## src/rtl/rwd_pkg.sv

```systemverilog
package rwd_pkg;
  // Strobes from control to datapath, valid for one clock
  typedef struct packed {
    logic countEn;  // one prescaled step
    logic reload;   // load all ones
  } rwd_strobe_t;
endpackage

```

## src/rtl/rwd_ctrl.sv

```systemverilog
module rwd_ctrl
  import rwd_pkg::*;
#(
  parameter int FAST_LOG2 = 4,
  parameter int SLOW_LOG2 = 8
) (
  input  logic        clk,
  input  logic        rstN,
  input  logic        reloadWr,
  input  logic        selWr,
  input  logic        selData,
  input  logic        stopEntry,
  input  logic        waitMode,
  input  logic        stopMode,
  input  logic        holdExtAccess,
  output logic        selFast,
  output rwd_strobe_t strobe
);
  localparam int PRE_W = SLOW_LOG2;

  logic [PRE_W-1:0] preCnt;
  logic             selBit;
  logic             fastTick;
  logic             slowTick;
  logic             suspend;

  // free-running prescaler
  always_ff @(posedge clk or negedge rstN) begin
    if (!rstN) preCnt <= '0;
    else       preCnt <= preCnt + 1'b1;
  end

  assign fastTick = &preCnt[FAST_LOG2-1:0];
  assign slowTick = &preCnt;

  // select bit: stop entry forces the fast rate
  always_ff @(posedge clk or negedge rstN) begin
    if (!rstN)          selBit <= 1'b0;
    else if (stopEntry) selBit <= 1'b1;
    else if (selWr)     selBit <= selData;
  end

  assign suspend        = waitMode | stopMode | holdExtAccess;
  assign strobe.countEn = (selBit ? fastTick : slowTick) & ~suspend;
  assign strobe.reload  = reloadWr | stopEntry;
  assign selFast        = selBit;

  p_stop_fast_r6: assert property (@(posedge clk) disable iff (!rstN)
    stopEntry |=> selBit);
  p_sel_write_r9: assert property (@(posedge clk) disable iff (!rstN)
    (selWr && !stopEntry) |=> (selBit == $past(selData)));
  p_single_step_r2: assert property (@(posedge clk) disable iff (!rstN)
    strobe.countEn |=> !strobe.countEn);
  p_suspend_r7: assert property (@(posedge clk) disable iff (!rstN)
    (waitMode || stopMode || holdExtAccess) |-> !strobe.countEn);
endmodule

```

## src/rtl/rwd_datapath.sv

```systemverilog
module rwd_datapath
  import rwd_pkg::*;
#(
  parameter int CNT_W = 12
) (
  input  logic             clk,
  input  logic             rstN,
  input  rwd_strobe_t      strobe,
  input  logic             irqClr,
  output logic [CNT_W-1:0] count,
  output logic             irqFlag
);
  localparam logic [CNT_W-1:0] FULL = '1;
  localparam logic [CNT_W-1:0] EDGE = {1'b1, {(CNT_W-1){1'b0}}};

  logic timeout;

  assign timeout = strobe.countEn & ~strobe.reload & (count == EDGE);

  always_ff @(posedge clk or negedge rstN) begin
    if (!rstN)                          count <= FULL;
    else if (strobe.reload || timeout)  count <= FULL;
    else if (strobe.countEn)            count <= count - 1'b1;
  end

  always_ff @(posedge clk or negedge rstN) begin
    if (!rstN)        irqFlag <= 1'b0;
    else if (timeout) irqFlag <= 1'b1;
    else if (irqClr)  irqFlag <= 1'b0;
  end

  p_reload_full_r5: assert property (@(posedge clk) disable iff (!rstN)
    strobe.reload |=> (count == FULL));
  p_step_r2: assert property (@(posedge clk) disable iff (!rstN)
    (strobe.countEn && !strobe.reload && count != EDGE) |=> (count == $past(count) - 1'b1));
  p_idle_r7: assert property (@(posedge clk) disable iff (!rstN)
    (!strobe.countEn && !strobe.reload) |=> $stable(count));
  p_msb_high_r4: assert property (@(posedge clk) disable iff (!rstN)
    count[CNT_W-1]);
  p_irq_set_r4: assert property (@(posedge clk) disable iff (!rstN)
    (strobe.countEn && !strobe.reload && count == EDGE) |=> (irqFlag && count == FULL));
  p_irq_sticky_r8: assert property (@(posedge clk) disable iff (!rstN)
    (irqFlag && !irqClr) |=> irqFlag);
endmodule

```

## src/rtl/rwd_top.sv

```systemverilog
module rwd_top
  import rwd_pkg::*;
#(
  parameter int CNT_W     = 12,
  parameter int FAST_LOG2 = 4,
  parameter int SLOW_LOG2 = 8
) (
  input  logic             clk,
  input  logic             rstN,
  input  logic             reloadWr,
  input  logic             selWr,
  input  logic             selData,
  input  logic             stopEntry,
  input  logic             waitMode,
  input  logic             stopMode,
  input  logic             holdExtAccess,
  input  logic             irqClr,
  output logic             irqFlag,
  output logic             selFast,
  output logic [CNT_W-1:0] count
);
  rwd_strobe_t strobe;

  rwd_ctrl #(.FAST_LOG2(FAST_LOG2), .SLOW_LOG2(SLOW_LOG2)) i_ctrl (
    .clk(clk), .rstN(rstN), .reloadWr(reloadWr), .selWr(selWr),
    .selData(selData), .stopEntry(stopEntry), .waitMode(waitMode),
    .stopMode(stopMode), .holdExtAccess(holdExtAccess),
    .selFast(selFast), .strobe(strobe)
  );

  rwd_datapath #(.CNT_W(CNT_W)) i_datapath (
    .clk(clk), .rstN(rstN), .strobe(strobe), .irqClr(irqClr),
    .count(count), .irqFlag(irqFlag)
  );
endmodule

```

## config.mk

```make
export PLATFORM = sky130hd
export DESIGN_NAME = rwd_top
export DESIGN_NICKNAME = d
export VERILOG_FILES = /design/src/rtl/rwd_pkg.sv /design/src/rtl/rwd_ctrl.sv /design/src/rtl/rwd_datapath.sv /design/src/rtl/rwd_top.sv
export SDC_FILE = /design/constraint.sdc
export NUM_CORES = 1
export LEC_CHECK = 0
export BUFFER_PORTS_ARGS = -buffer_cell sky130_fd_sc_hd__buf_4
export CORE_UTILIZATION = 45
export CTS_CLUSTER_SIZE = 30
export DETAILED_ROUTE_END_ITERATION = 8
export PLACE_DENSITY = 0.74
export SLEW_MARGIN = 20
export SYNTH_ARGS = -nofsm -noshare
export SYNTH_HDL_FRONTEND = slang
export SYNTH_SLANG_ARGS = --single-unit
```

## constraint.sdc

```tcl
create_clock -name clk -period 2.6 [get_ports clk]
set_input_delay 0.52 -clock clk [delete_from_list [all_inputs] [get_ports clk]]
set_output_delay 0.52 -clock clk [all_outputs]
set_load 0.005 [all_outputs]
```

==> out/metrics.cfg <==
[grt]
grt_antenna_before_repair = 0
grt_util_all_layers_pct = 20.3
grt_pass1_vias = 885
grt_pass1_wl_mm = 3.81
grt-ovfl-total = 0
grt_max_degree = 23

[clocking]
post_cts_buffers = 0
clockRootBuffer = clkbuf_4
numCtsBuffers = 3
cts-resized-gates = 0
clk_pin_slew_ns = 0.12
tritoncts = done
htree_num_levels = 1
cts_buffer_depth = 2
cts_hold_buf = 0
cts_num_sinks = 22
clock_latency_ns = 0.30

[logic_synthesis]
synthAdderAreaFrac_pct = 2.30
netlist_area_sq_um = 1090
synth.area.mux_share_pct = 0
synth_compound_area_share_pct = 14.1
syn_nets = 117
synth-xor-area-share_pct = 6.43
synth_simple_gate_area_share_pct = 22.5
ys_seq_area_share_pct = 51.9
synth_top_family_by_area = simple AND/OR/NAND/NOR gates
synth_cells = 105
yosysWarnings = 0
ys_ff_latch = 22
avgSynthCellArea_sq_um = 10.4
synth_cell_type_count = 37

[finish]
fillers = 229
area_delta_synth_final_pct = 22.7
fin_nets = 145
final_common_cell = buf_4
diodes = 0
final_core_util_pct = 59.3
final_cell_mix = buf_4, dfstp_2, dfrtp_1
final_design_area_no_fill_sq_um = 1340
final_cells = 160
drive_above_1_share_pct = 34.8

[sta]
setup_viol = 0
fin_skew_ns = 0.00395
slew_viol_final = 0
worst_pin_slew_ns = 0.721
fin_crit_sh_pct = 79.5
fin_crit_ns = 2.07
worst_hold_slack_ns = 0.0742
fmax_ghz = 0.484
final_hold_viol_count = 0
setup_tns_ns = 0
rsz0062_at_grt = false
slew_headroom_pct = 51.5

[route]
drc = 0
avgViaCountPerCell = 5.74
first_pass_iters = 4
vias = 919
drt_iter0_drc = 19
detail-route-antenna-nets = 0
drt-total-wl_mm = 2.29
post_drt_wl_per_cell_um = 14.3

[placed_design]
placed_area_sq_um = 1300
hpwlAfterDp_mm = 1.68
io_buffers = 23
dp.cells = 156
gp_congestion = 0.863

[floorplan]
pin_count = 24
start_util_pct = 48.3
dieArea_sq_um = 2620
die_w_um = 51.2
dieHeight_um = 51.2
row_count = 17
coreArea_sq_um = 2250

[setup_path]
cp_max_fo = 6
cp-end-kind = flop
critPathKind = flop to flop
crit_arrival_ns = 2.30
path_buf_inv = 0
cp_slowest_cell = or4_4
worstPathRequired_ns = 2.83
cp_top_family = simple AND/OR/NAND/NOR gates
cp_cell_sequence = or4_4 > nor4_1 > a31oi_1 > o21ai_0
worstSetupStartpointType = flop
slowest_delay_ns = 0.57

[min_path]
worst_hold_path_type = input pin to async pin

[outcome]
run_status = complete, no violations

[power_and_ir_drop]
max-vdd-ir-drop_mv = 0.401
p_leak_nw = 0.600
p_per_area_nw_per_um2 = 420

[job]
drv_cap = 0

-- worst paths after layout --
path | start | endpoint | slack, ns | cells past startpoint
setup / recovery | i_datapath.count[3] | i_datapath.count[5] | 0.53 | 4
min in group clk | irqClr | i_datapath.irqFlag | 0.39 | 2
max in group asynchronous | rstN | i_datapath.count[0] | 2.25 | 1
setup reg to reg | i_datapath.count[3] | i_datapath.count[5] | 0.53 | 4
hold reg to reg | i_ctrl.preCnt[0] | i_ctrl.preCnt[0] | 0.49 | 1
hold / removal | rstN | i_ctrl.selFast | 0.07 | 1
-- cells by family after synthesis --
kind of cell               after synthesis
adders and majority gates                2
DFF                                     22
AOI/OAI and AO/OA                       22
buffers and inverters                    8
xor gates and xnor gates                 8
and+or+nand+nor                         43
-- cells in the mapped netlist --
library cell | instances | share of area (%)
a211o_1 | 1 | 0.80
a211oi_1 | 1 | 0.69
a21oi_1 | 3 | 1.4
a22oi_1 | 1 | 0.69
a31oi_1 | 1 | 0.57
a41o_1 | 1 | 0.92
a41oi_1 | 1 | 0.80
and3_1 | 5 | 2.9
and4_1 | 1 | 0.80
clkbuf_1 | 1 | 0.34
dfrtp_1 | 10 | 23
dfstp_2 | 12 | 29
ha_1 | 2 | 2.3
inv_1 | 7 | 2.4
nand2_1 | 5 | 1.7
nand2b_1 | 3 | 1.7
nand3_1 | 5 | 2.3
nand3b_1 | 1 | 0.69
nand4_1 | 3 | 1.7
nor2_1 | 6 | 2.1
nor2b_1 | 1 | 0.57
nor3_1 | 4 | 1.8
nor4_1 | 4 | 2.3
o21ai_0 | 6 | 2.8
o21ai_1 | 1 | 0.46
o21ai_2 | 1 | 0.80
o311a_1 | 1 | 0.92
o311ai_1 | 1 | 0.80
o31a_1 | 1 | 0.80
o31a_2 | 1 | 0.92
o41ai_1 | 1 | 0.80
or2_2 | 1 | 0.57
or3_1 | 1 | 0.57
or3_2 | 1 | 0.69
or4_4 | 2 | 2.1
xnor2_1 | 6 | 4.8
xor2_1 | 2 | 1.6
-- sequential cells by signal (all words and copies together) (netlist names) --
signal,count
i_ctrl.selFast,1
i_datapath.irqFlag,1
i_datapath.count,12
i_ctrl.preCnt,8
-- power by group --
group	total, mW	internal [mW]	switching [mW]	leakage [nW]
clock	0.187	0.0854	0.101	0.0210
combinational	0.0299	0.0142	0.0157	0.331
sequential	0.346	0.344	0.00123	0.248
total	0.562	0.444	0.118	0.600
-- layout make-up --
| cell class | instances | area (sq um) | share of cell area, % |
|---|---|---|---|
| sequential | 22 | 566 | 42.3 |
| multi-input combinational | 75 | 494 | 37.0 |
| timing repair buffer | 24 | 180 | 13.5 |
| clock buffer | 4 | 36.3 | 2.71 |
| tap | 28 | 35.0 | 2.62 |
| inverter | 7 | 26.3 | 1.96 |
-- metal layers --
| layer | GRT usage, % | part of all wire (%) | up-vias |
|---|---|---|---|
| met5 | 0 | 0 | - |
| met4 | 11.7 | 1.9 | 0 |
| met3 | 3.87 | 5.0 | 6 |
| met2 | 32.0 | 48 | 31 |
| met1 | 25.8 | 45 | 439 |
| li1 | - | - | 443 |
-- per-stage QoR --
| stage | worst slack [ns] | total power [mW] |
|---|---|---|
| finish | 0.534 | 0.562 |
| floorplan | 0.727 | 0.359 |
| CTS | 0.534 | 0.568 |
| global route | 0.375 | 0.585 |
| detailed placement | 0.585 | 0.382 |
| global placement | 0.632 | 0.381 |
No activity file was read; power rests on OpenSTA's default activity.
